`config.mk`:
```
export PLATFORM = sky130hd
export DESIGN_NAME = pbus_writer
export DESIGN_NICKNAME = d
export VERILOG_FILES = /design/src/rtl/pbus_pkg.sv /design/src/rtl/pbus_ctrl.sv /design/src/rtl/pbus_dpath.sv /design/src/rtl/pbus_writer.sv
export SDC_FILE = /design/constraint.sdc
export NUM_CORES = 1
export LEC_CHECK = 0
export BUFFER_PORTS_ARGS = -buffer_cell sky130_fd_sc_hd__buf_4
export CORE_UTILIZATION = 45
export CTS_CLUSTER_SIZE = 25
export DETAILED_ROUTE_END_ITERATION = 16
export PLACE_DENSITY = 0.77
export SLEW_MARGIN = 0
export SYNTH_ARGS = -nofsm -noshare
export SYNTH_HDL_FRONTEND = slang
export SYNTH_HIERARCHICAL = 1
export SYNTH_SLANG_ARGS = --single-unit
export TNS_END_PERCENT = 10
```
`constraint.sdc`:
```
create_clock -name clk -period 2.2 [get_ports clk]
set_clock_uncertainty 0.1 [all_clocks]
set_input_delay 0.11 -clock clk [delete_from_list [all_inputs] [get_ports clk]]
set_output_delay 0.11 -clock clk [all_outputs]
set_load 0.05 [all_outputs]
```
`src/rtl/pbus_pkg.sv`:
```
package pbus_pkg;
  typedef enum logic [1:0] {
    PH_IDLE   = 2'd0,
    PH_SETUP  = 2'd1,
    PH_STROBE = 2'd2,
    PH_HOLD   = 2'd3
  } phase_e;

  typedef enum logic [1:0] {
    REQ_INDEX = 2'd0,
    REQ_PARAM = 2'd1,
    REQ_PIXEL = 2'd2,
    REQ_RSVD  = 2'd3
  } req_e;

  typedef struct packed {
    logic load;
    logic busy;
    logic strobeOn;
    logic mode6800;
  } busCtl_t;
endpackage

```
`src/rtl/pbus_ctrl.sv`:
```
module pbus_ctrl
  import pbus_pkg::*;
#(
  parameter int CNT_W = 4
) (
  input  logic             clk,
  input  logic             rstN,
  input  logic             modeSel,
  input  logic             reqValid,
  input  logic [1:0]       reqType,
  input  logic [CNT_W-1:0] cfgSetup,
  input  logic [CNT_W-1:0] cfgStrobe,
  input  logic [CNT_W-1:0] cfgHold,
  output logic             reqReady,
  output busCtl_t          ctl
);
  phase_e           phase;
  logic [CNT_W-1:0] cnt;
  logic [CNT_W-1:0] strobeLen;
  logic [CNT_W-1:0] holdLen;
  logic             modeReg;
  logic             start;
  logic             cntDone;

  assign reqReady = (phase == PH_IDLE);
  assign start    = reqValid && reqReady && (reqType != REQ_RSVD);
  assign cntDone  = (cnt == '0);

  always_ff @(posedge clk or negedge rstN) begin
    if (!rstN) begin
      phase     <= PH_IDLE;
      cnt       <= '0;
      strobeLen <= '0;
      holdLen   <= '0;
      modeReg   <= 1'b0;
    end else begin
      unique case (phase)
        PH_IDLE: begin
          modeReg <= modeSel;
          if (start) begin
            phase     <= PH_SETUP;
            cnt       <= cfgSetup;
            strobeLen <= cfgStrobe;
            holdLen   <= cfgHold;
          end
        end
        PH_SETUP: begin
          if (cntDone) begin
            phase <= PH_STROBE;
            cnt   <= strobeLen;
          end else begin
            cnt <= cnt - 1'b1;
          end
        end
        PH_STROBE: begin
          if (cntDone) begin
            phase <= PH_HOLD;
            cnt   <= holdLen;
          end else begin
            cnt <= cnt - 1'b1;
          end
        end
        default: begin
          if (cntDone) phase <= PH_IDLE;
          else         cnt   <= cnt - 1'b1;
        end
      endcase
    end
  end

  always_comb begin
    ctl.load     = start;
    ctl.busy     = (phase != PH_IDLE);
    ctl.strobeOn = (phase == PH_STROBE);
    ctl.mode6800 = modeReg;
  end

  // an accepted request takes ready away on the next cycle
  p_ready_drop_r3: assert property (@(posedge clk) disable iff (!rstN)
    start |=> !reqReady);

  // latched mode never moves inside a bus cycle
  p_mode_hold_r8: assert property (@(posedge clk) disable iff (!rstN)
    (ctl.busy && $past(ctl.busy)) |-> $stable(modeReg));

  // a strobe is always preceded by at least one busy (setup) cycle
  p_setup_first_r4: assert property (@(posedge clk) disable iff (!rstN)
    $rose(ctl.strobeOn) |-> $past(ctl.busy));

  // strobe ends while chip select is still active
  p_strobe_before_cs_r10: assert property (@(posedge clk) disable iff (!rstN)
    $fell(ctl.strobeOn) |-> ctl.busy);
endmodule

```
`src/rtl/pbus_dpath.sv`:
```
module pbus_dpath
  import pbus_pkg::*;
#(
  parameter int DATA_W = 8,
  parameter int COMP_W = 6,
  parameter int BUS_W  = 18
) (
  input  logic              clk,
  input  logic              rstN,
  input  busCtl_t           ctl,
  input  logic              colorMode,
  input  logic [1:0]        reqType,
  input  logic [DATA_W-1:0] reqData,
  output logic              busCsN,
  output logic              busRs,
  output logic              busRdPin,
  output logic              busWrPin,
  output logic [BUS_W-1:0]  busData
);
  localparam int COMP_LSB = BUS_W - COMP_W;

  logic             rsReg;
  logic [BUS_W-1:0] dataReg;
  logic [BUS_W-1:0] nextData;

  always_comb begin
    if (reqType == REQ_PIXEL && colorMode)
      nextData = {reqData[COMP_W-1:0], {COMP_LSB{1'b0}}};
    else
      nextData = {{(BUS_W-DATA_W){1'b0}}, reqData};
  end

  always_ff @(posedge clk or negedge rstN) begin
    if (!rstN) begin
      rsReg   <= 1'b0;
      dataReg <= '0;
    end else if (ctl.load) begin
      rsReg   <= (reqType != REQ_INDEX);
      dataReg <= nextData;
    end
  end

  assign busCsN   = !ctl.busy;
  assign busRs    = ctl.busy && rsReg;
  assign busData  = ctl.busy ? dataReg : '0;
  assign busRdPin = ctl.mode6800 ? ctl.strobeOn : 1'b1;
  assign busWrPin = ctl.mode6800 ? !ctl.busy : !ctl.strobeOn;

  // data and register select stay put across a bus cycle
  p_data_stable_r6: assert property (@(posedge clk) disable iff (!rstN)
    (ctl.busy && $past(ctl.busy)) |-> ($stable(busData) && $stable(busRs)));

  // a colour component on the top lines leaves the lower lines clear
  p_colour_low_clear_r7: assert property (@(posedge clk) disable iff (!rstN)
    (busData[BUS_W-1:COMP_LSB] != '0) |-> (busData[DATA_W-1:0] == '0));
endmodule

```
`src/rtl/pbus_writer.sv`:
```
module pbus_writer
  import pbus_pkg::*;
#(
  parameter int CNT_W  = 4,
  parameter int DATA_W = 8,
  parameter int COMP_W = 6,
  parameter int BUS_W  = 18
) (
  input  logic              clk,
  input  logic              rstN,
  input  logic              modeSel,
  input  logic              colorMode,
  input  logic [CNT_W-1:0]  cfgSetup,
  input  logic [CNT_W-1:0]  cfgStrobe,
  input  logic [CNT_W-1:0]  cfgHold,
  input  logic              reqValid,
  output logic              reqReady,
  input  logic [1:0]        reqType,
  input  logic [DATA_W-1:0] reqData,
  output logic              busCsN,
  output logic              busRs,
  output logic              busRdPin,
  output logic              busWrPin,
  output logic [BUS_W-1:0]  busData,
  output logic              ctrlRstN
);
  busCtl_t ctl;

  always_ff @(posedge clk or negedge rstN) begin
    if (!rstN) ctrlRstN <= 1'b0;
    else       ctrlRstN <= 1'b1;
  end

  pbus_ctrl #(.CNT_W(CNT_W)) u_ctrl (
    .clk(clk), .rstN(rstN), .modeSel(modeSel), .reqValid(reqValid),
    .reqType(reqType), .cfgSetup(cfgSetup), .cfgStrobe(cfgStrobe),
    .cfgHold(cfgHold), .reqReady(reqReady), .ctl(ctl)
  );

  pbus_dpath #(.DATA_W(DATA_W), .COMP_W(COMP_W), .BUS_W(BUS_W)) u_dpath (
    .clk(clk), .rstN(rstN), .ctl(ctl), .colorMode(colorMode),
    .reqType(reqType), .reqData(reqData), .busCsN(busCsN), .busRs(busRs),
    .busRdPin(busRdPin), .busWrPin(busWrPin), .busData(busData)
  );
endmodule

```
# Yosys cells after proc, flatten, opt, wreduce, memory -nomap -nowiden
# Cells that the tools add are included.
# word_totals
input_bits	27
n_memories	0
out_inout_bits	24
latch_bits	0
regBits	35
elab_cells	45
mem_bits_ro	0
ram_bits	0
# op_classes
bitwise_logic	0
div_mod_pow	0
mul	0
shift	0
magnitude_cmp	0
reduce_logical	14
addsub	1
mux	14
n_eq_ne	8
# ops
cell	count
$mux 18	2
$mux 4	4
$pmux 4 s3	1
$mux 2	4
$pmux 2 s3	1
$reduce_bool 2->1	3
$eq 2x2->1 const B	2
$logic_and 1x1->1	4
$logic_not 4->1	1
$ne 2x1->1 const B	2
$ne 2x2->1 const B	2
$ne 4x3->1 const B	1
$reduce_and 2->1	2
$reduce_and 4->1	1
$sub 4x1->4 const B	1
$eq 2x1->1 const B	1
$logic_not 1->1	2
$logic_not 2->1	1
$mux 1	2

# Longest topological paths before layout
# Gate-level depths: netlist of run 1.
# logic_depth
word_depth	5
mapped_depth	9
depth_no_buf	6

# By module
# Netlist of run 1, hierarchy kept.
# modules_own_cells
mod	area_each_um2	cells_per_inst	instances	seq_area_each_um2
pbus_ctrl	915.9	88	1	375.4
pbus_dpath	768.2	83	1	375.4
pbus_writer	28.8	2	1	25.0

# Worst setup path after synthesis of run 1
# No wires, ideal clock.
# synth_path
path_type	register to output
start	reg u_ctrl.phase[0]
end	out busData[12]
n_path_buf	2
slack_ns	-0.214
t_required_ns	1.990
stages_incl_launch_ff	8
t_arrival_ns	2.204
cell_sequence	dfrtp_1 > inv_1 > ha_1 > buf_2 > inv_1 > inv_1 > buf_2 > nor2_1
# synth_rtl
element	line	rtl
start: declaration	pbus_ctrl.sv:17	phase_e phase;
start signal: assignment	pbus_ctrl.sv:31	phase <= PH_IDLE;
start signal: assignment	pbus_ctrl.sv:41	phase <= PH_SETUP;
start signal: assignment	pbus_ctrl.sv:49	phase <= PH_STROBE;
end: declaration	pbus_writer.sv:24	output logic [BUS_W-1:0] busData,

# Worst setup path in the final report of run 1
# layout_path
start	reg u_ctrl.cnt[0]
end	reg u_ctrl.cnt[0]
# layout_via
elab_chain_len	3
elab_cells_between_ends	8
classes_between	add/sub (1); eq/ne (1); mux (4); reduce/logical (2)
# layout_lines
element	line	rtl
start: declaration	pbus_ctrl.sv:18	logic [CNT_W-1:0] cnt;
start signal: assignment	pbus_ctrl.sv:42	cnt <= cfgSetup;
start signal: assignment	pbus_ctrl.sv:50	cnt <= strobeLen;
start signal: assignment	pbus_ctrl.sv:52	cnt <= cnt - 1'b1;
$sub 4x1->4 or $logic_not 4->1 (tied branches)	--	
$mux 4, or another cell as far along	pbus_ctrl.sv:64	if (cntDone) phase <= PH_IDLE;
$pmux 4 s3 or $reduce_and 2->1 (tied branches)	--	
# Several ways; a longest one is shown, not always the timed one. The select of a mux whose other input is x is not followed.
# A chain may end at the register's enable or synchronous reset.

==> results of run 1 <==
power groups by stage:
stage	logic (W)	clock network (W)	registers [W]
finish	0.00233	0.000414	0.000949
global route	0.00250	0.000452	0.000980
CTS	0.00231	0.000426	0.000948
detailed placement	0.00229	0	0.000957
global placement	0.00225	0	0.000949
floorplan	0.00176	0	0.000924
metrics by stage:
step                      setup slack [ns]  power [W]  cells  hold WS, ns  cell area, µm²
after CTS                           0.0338    0.00369    284      0.00541            2300
after floorplan                     -0.214    0.00268    176       -0.286            1720
after global placement               0.100    0.00320    263      -0.0340            2090
after global routing                0.0258    0.00393    284       0.0162            2310
final                               0.0743    0.00369    284       0.0110            2310
after detailed placement            0.0385    0.00324    263      -0.0302            2090
Yosys cell counts, drive strengths merged, types with 2 or more instances:
master | instances | area share [%]
dfrtp | 31 | 45
inv | 23 | 5.0
nor2 | 18 | 3.9
o22ai | 16 | 8.0
nand2 | 14 | 3.4
buf | 12 | 5.2
mux2 | 9 | 5.9
a21oi | 5 | 1.7
ha | 5 | 3.7
a22o | 4 | 2.0
mux2i | 4 | 2.3
a22oi | 3 | 1.3
nand2b | 3 | 1.1
nor3 | 3 | 0.88
o21ai | 3 | 0.88
a21o | 2 | 0.88
conb | 2 | 0.44
o211ai | 2 | 0.88
registers in the layout, summed over array words and instances (netlist names):
signal            flops
u_ctrl/strobeLen      4
u_dpath/rsReg         1
u_ctrl/cnt            4
u_ctrl/holdLen        4
u_ctrl/phase          2
u_ctrl/modeReg        1
u_dpath/dataReg      14
ctrlRstN              1
path summary, 6_finish.rpt:
| path | start | endpoint | slack (ns) | depth (start not counted) |
|---|---|---|---|---|
| setup / recovery | u_ctrl/cnt[0]$_DFFE_PN0P_ | u_ctrl/cnt[0]$_DFFE_PN0P_ | 0.07 | 6 |
| hold / removal | reqData[4] | u_dpath/dataReg[4]$_DFFE_PN0P_ | 0.01 | 3 |
| setup reg to reg | u_ctrl/cnt[0]$_DFFE_PN0P_ | u_ctrl/cnt[0]$_DFFE_PN0P_ | 0.07 | 6 |
| hold reg to reg | u_ctrl/strobeLen[0]$_DFFE_PN0P_ | u_ctrl/strobeLen[0]$_DFFE_PN0P_ | 0.41 | 1 |
| max in group asynchronous | rstN | u_ctrl/strobeLen[0]$_DFFE_PN0P_ | 1.52 | 2 |
| min in group asynchronous | rstN | u_ctrl/holdLen[0]$_DFFE_PN0P_ | 0.20 | 2 |
timing repair:
item,in CTS,in global routing
hold buffers,13,0
hold endpoints to repair,43,0
setup endpoints to repair,0,16
resized for setup,0,3
critical path, cell delays in order, from the launching register on:
cell	delay, ns
dfrtp_1	0.40
inv_2	0.09
ha_2	0.20
or3b_4	0.41
or3_4	0.41
and4_4	0.20
a211o_1	0.21
per-layer routing:
layer,global-route usage [%],vias to the layer above
met3,3.99,6
met1,24.1,664
met5,0,-
met2,31.3,33
met4,8.52,0
li1,-,709
cell type report:
type,instances,area (µm²),share of cell area [%]
sequential,31,776,33.6
inverter,23,86.3,3.74
multi-input combinational,110,778,33.7
timing repair buffer,64,526,22.8
clock buffer,7,76.3,3.31
tap,48,60.1,2.60
clock inverter,1,5.00,0.217
kinds of logic after synthesis:
family                   Yosys count  share of synthesized area (%)
adder cells (fa/ha/maj)            5                           3.65
buffers and inverters             35                           10.2
multiplexers                      13                           8.25
AO/OA/AOI/OAI                     39                           17.8
other                              2                          0.438
AND/OR/NAND/NOR                   48                           14.3
flip-flops                        31                           45.3
==> summary.md, run 1 <==
| Metric | Value |
|---|---|
| Placer congestion estimate | `0.922` |
| Die area | `4060 µm²` |
| Area growth syn-to-layout | `34.7%` |
| Met3 Wirelength | `126 µm` |
| Status | `finished clean` |
| Overflow after GRT | `0` |
| WL/cell | `12.5 µm` |
| CTS buffer count | `5` |
| Worst-skew pair later-pin latency | `0.27 ns` |
| Dpl hpwl | `2440 µm` |
| GRT Total Usage | `19.1%` |
| Crit path time final | `2.13 ns` |
| Final Cycle Share | `96.6%` |
| Crit path launch type | `register` |
| Number of antenna diodes | `0` |
| Clock share of power | `11.2%` |
| Final setup fails | `0` |
| Post-detailed-routing wire length | `3560 µm` |
| Most common cell after layout, fill and taps aside | `buf_4` |
| Die Y-Extent | `63.7 µm` |
| Final Max Slew Viols | `0` |
| Post-layout util | `63.0%` |
| Met1 WL | `1660 µm` |
| Number of nets with antenna violations after routing | `0` |
| H-tree levels | `2` |
| Synthesized flop and latch total | `31` |
| Largest net degree at the start of global routing | `37` |
| Via count | `1412` |
| Sw Pwr | `0.00173 W` |
| Clock slew at reported path FFs | `0.06 ns` |
| Switching share of power | `46.8%` |
| Crit path capture type | `register` |
| Vias in the first global route | `1355` |
| Clk Tree Root Cell | `clkbuf_8` |
| Post-synth EDFFs | `0` |
| Unique masters post-synth | `38` |
| Reg power frac | `25.7%` |
| Fillers | `315` |
| Cells after synthesis | `173` |
| DRC viols | `0` |
| Crit Path Max Fanout | `5` |
| P_int | `0.00196 W` |
| Initial antenna violation count | `0` |
| CTS max path bufs | `2` |
| Peak supply drop | `0.800 mV` |
| Worst EP arrival | `2.19 ns` |
| First-pass GRT wire length | `5930 µm` |
| RSZ-0062 raised after global routing | `no` |
| Req. time, crit path | `2.26 ns` |
| Input/output buffers | `46` |
| Seq/Total Area, Yosys | `45.3%` |
| Synth warnings | `6` |
| Number of post-CTS setup repair buffers | `0` |
| Sink Count | `31` |
| Syn Std Cell Area | `1710 µm²` |
| Most frequent cells in the layout | `buf_4, dfrtp_1, inv_1` |
| Io pins | `51` |
| Die X | `63.7 µm` |
| Leakage Power | `1.12 nW` |
| Layout cells sized above 1 | `35.2%` |
| Via-to-Cell Ratio | `4.97` |
| Ys async rst share | `100%` |
| Final Hold Fails | `0` |
| Setup TNS | `0 ns` |
| Max Cap Viol | `0` |
| Initial core utilization | `46.8%` |
| Top FF cell, synth | `dfrtp_1` |
| Critical path type | `register to register` |
| Core box area | `3660 µm²` |
| Standard-cell rows | `22` |
| Uppermost routed layer | `met4` |
| P per Cell Area | `1600 nW/µm²` |
| Drt pass-1 iters | `4` |
| Detailed Route Iter0 Violations | `49` |
| Worst hold path type | `input port to register` |
| Final nets | `267` |
| CTS tree | `yes` |
| Met2 wire length | `1700 µm` |
| Avg Cell Area, Syn | `9.90 µm²` |
| FMAX | `470 MHz` |
| Logic pwr share | `63.1%` |
No activity file was read; power rests on OpenSTA's default activity.
==> run 2, diff against run 1 <==
--- a/config.mk
+++ b/config.mk
@@ -10,6 +10,7 @@
 export CTS_CLUSTER_SIZE = 25
 export DETAILED_ROUTE_END_ITERATION = 16
 export PLACE_DENSITY = 0.77
+export REMOVE_ABC_BUFFERS = 1
 export SLEW_MARGIN = 0
 export SYNTH_ARGS = -nofsm -noshare
 export SYNTH_HDL_FRONTEND = slang
==> summary.md, run 2 (same netlist as run 1, synthesis figures left out) <==
| Metric | Value |
|---|---|
| Worst hold slack | `0.0155 ns (+0.00447 ns)` |
| Worst EP arrival | `2.20 ns (about the same)` |
| WL/cell | `12.6 µm (+0.94%)` |
| Die X | `63.7 µm (unchanged)` |
| Number of antenna diodes | `0 (unchanged)` |
| Crit-path cells | `inv_2, ha_4, or3b_4, or3_4, and4_4, a211o_1` |
| Final Hold Fails | `0 (unchanged)` |
| Switching share of power | `47.0% (+0.16 points)` |
| Crit Path Max Fanout | `5 (unchanged)` |
| Sink Count | `31 (unchanged)` |
| Die Y-Extent | `63.7 µm (unchanged)` |
| Reg area | `776 µm² (unchanged)` |
| First-pass GRT wire length | `6070 µm (+2.4%)` |
| Vias in the first global route | `1357 (+0.15%)` |
| Io pins | `51 (unchanged)` |
| RR Startpoint | `u_ctrl/cnt[0]$_DFFE_PN0P_` |
| Most common cell after layout, fill and taps aside | `buf_4` |
| Via count | `1424 (+0.85%)` |
| Clock share of power | `11.3% (about the same)` |
| Post-detailed-routing wire length | `3680 µm (+3.4%)` |
| CTS tree | `yes` |
| Post-DP Area | `2100 µm² (+0.36%)` |
| Status | `finished clean` |
| Crit path time final | `2.12 ns (-0.00515 ns)` |
| Most frequent cells in the layout | `buf_4, dfrtp_1, inv_1` |
| Crit path capture type | `register` |
| Peak supply drop | `0.773 mV (-3.5%)` |
| H-tree levels | `2 (unchanged)` |
| Worst hold start | `reqType[0]` |
| Leakage Power | `1.14 nW (+2.0%)` |
| Dpl hpwl | `2520 µm (+3.5%)` |
| Worst hold path type | `input port to register` |
| Number of post-CTS setup repair buffers | `0 (unchanged)` |
| Overflow after GRT | `0 (unchanged)` |
| Logic pwr share | `63.2% (about the same)` |
| Core box area | `3660 µm² (unchanged)` |
| Initial antenna violation count | `0 (unchanged)` |
| Crit path launch | `u_ctrl/cnt[0]$_DFFE_PN0P_` |
| CP max stage delay | `0.41 ns (about the same)` |
| Detailed Route Iter0 Violations | `40 (-18%)` |
| Placer congestion estimate | `0.881 (-4.5%)` |
| CTS buffer count | `5 (unchanged)` |
| P_int | `0.00199 W (+1.3%)` |
| Req. time, crit path | `2.28 ns (+0.02 ns)` |
| Worst-skew pair later-pin latency | `0.29 ns (+0.02 ns)` |
| Die area | `4060 µm² (unchanged)` |
| Biggest register | `u_dpath/dataReg` |
| CTS max path bufs | `2 (unchanged)` |
| DRC viols | `0 (unchanged)` |
| Total design power | `0.00375 W (+1.6%)` |
| Placed Cells | `264 (+0.38%)` |
| Fillers | `296 (-6.0%)` |
| Sw Pwr | `0.00176 W (+2.0%)` |
| Initial core utilization | `46.8% (unchanged)` |
| Final Cycle Share | `96.4% (-0.23 points)` |
| Number of nets with antenna violations after routing | `0 (unchanged)` |
| Clk Tree Root Cell | `clkbuf_8` |
| Final setup fails | `0 (unchanged)` |
| Layout cells sized above 1 | `35.4% (+0.22 points)` |
| Multi-input gate area | `786 µm² (+0.96%)` |
| Crit path launch type | `register` |
| Area growth syn-to-layout | `39.2%` |
| Slowest-stage cell, CP | `or3_4` |
| Final nets | `274 (+2.6%)` |
| Standard-cell rows | `22 (unchanged)` |
| Max Cap Viol | `0 (unchanged)` |
| GRT Total Usage | `20.4% (+1.2 points)` |
| Largest net degree at the start of global routing | `32 (-14%)` |
| Post-layout util | `65.1% (+2.1 points)` |
| Clock slew at reported path FFs | `0.06 ns (about the same)` |
| Input/output buffers | `46 (unchanged)` |
| RSZ-0062 raised after global routing | `no` |
| Via-to-Cell Ratio | `4.89 (-1.6%)` |
| Reg power frac | `25.5% (-0.2 points)` |
| Cell area after layout | `2380 µm² (+3.3%)` |
| Drt pass-1 iters | `4 (unchanged)` |
| Flip-flop count of the largest register after layout | `14 (unchanged)` |
| Critical path type | `register to register` |
| P per Cell Area | `1570 nW/µm² (-1.6%)` |
| FMAX | `472 MHz (+0.24%)` |
| Count of non-filler cells in the finished layout | `291 (+2.5%)` |
| Final Max Slew Viols | `0 (unchanged)` |
[run 2: critical path, delay by kind of cell (launching register included)]
family          cells  cell delay, ns
flops               1            0.40
fa+ha+maj           1            0.15
buf+inv             1            0.11
compound gates      1            0.22
simple gates        3            1.01
[run 2: path summary, 6_finish.rpt]
path                       cells past startpoint                         endpoint  slack, ns
setup / recovery                               6        u_ctrl/cnt[0]$_DFFE_PN0P_       0.08
hold / removal                                 3        u_dpath/rsReg$_DFFE_PN0P_       0.02
setup reg to reg                               6        u_ctrl/cnt[0]$_DFFE_PN0P_       0.08
hold reg to reg                                1  u_ctrl/strobeLen[0]$_DFFE_PN0P_       0.41
max in group asynchronous                      2   u_dpath/dataReg[0]$_DFFE_PN0P_       1.54
min in group asynchronous                      2    u_ctrl/holdLen[1]$_DFFE_PN0P_       0.19
[run 2: layout make-up]
class	instances	share of cell area [%]
Inverter	23	3.78
Tap cell	48	2.52
Clock inverter	1	0.210
Sequential cell	31	32.5
Multi-Input combinational cell	110	33.0
Timing Repair Buffer	70	24.5
Clock buffer	7	3.20
Timing Repair inverter	1	0.315
[run 2: per-layer routing]
metal / share of wire (%) / GRT usage [%] / up-vias
li1: - / - / 723
met1: 47 / 24.5 / 666
met2: 47 / 32.6 / 29
met3: 3.9 / 6.88 / 6
met4: 1.8 / 9.38 / 0
met5: 0 / 0 / -
[run 2: repair_timing]
item	4_1_cts	5_1_grt
gates resized for setup	1	5
cloned	0	1
setup endpoints to repair	1	16
hold endpoints to repair	53	0
hold buffers	18	0
[run 2: through the flow]
stage / worst slack [ns] / TNS (ns)
finish: 0.0794 / 0
global route: 0.0231 / 0
CTS: 0.00938 / 0
detailed placement: 0.0244 / 0
global placement: 0.0884 / 0
floorplan: -0.546 / -13.04
[run 2: power by group through the flow]
stage                     combinational, W  clock [W]  sequential, W
after floorplan                    0.00169          0       0.000928
after global placement             0.00226          0       0.000948
after detailed placement           0.00228          0       0.000963
after CTS                          0.00232   0.000437       0.000952
after global routing               0.00256   0.000467       0.000982
final                              0.00237   0.000423       0.000956
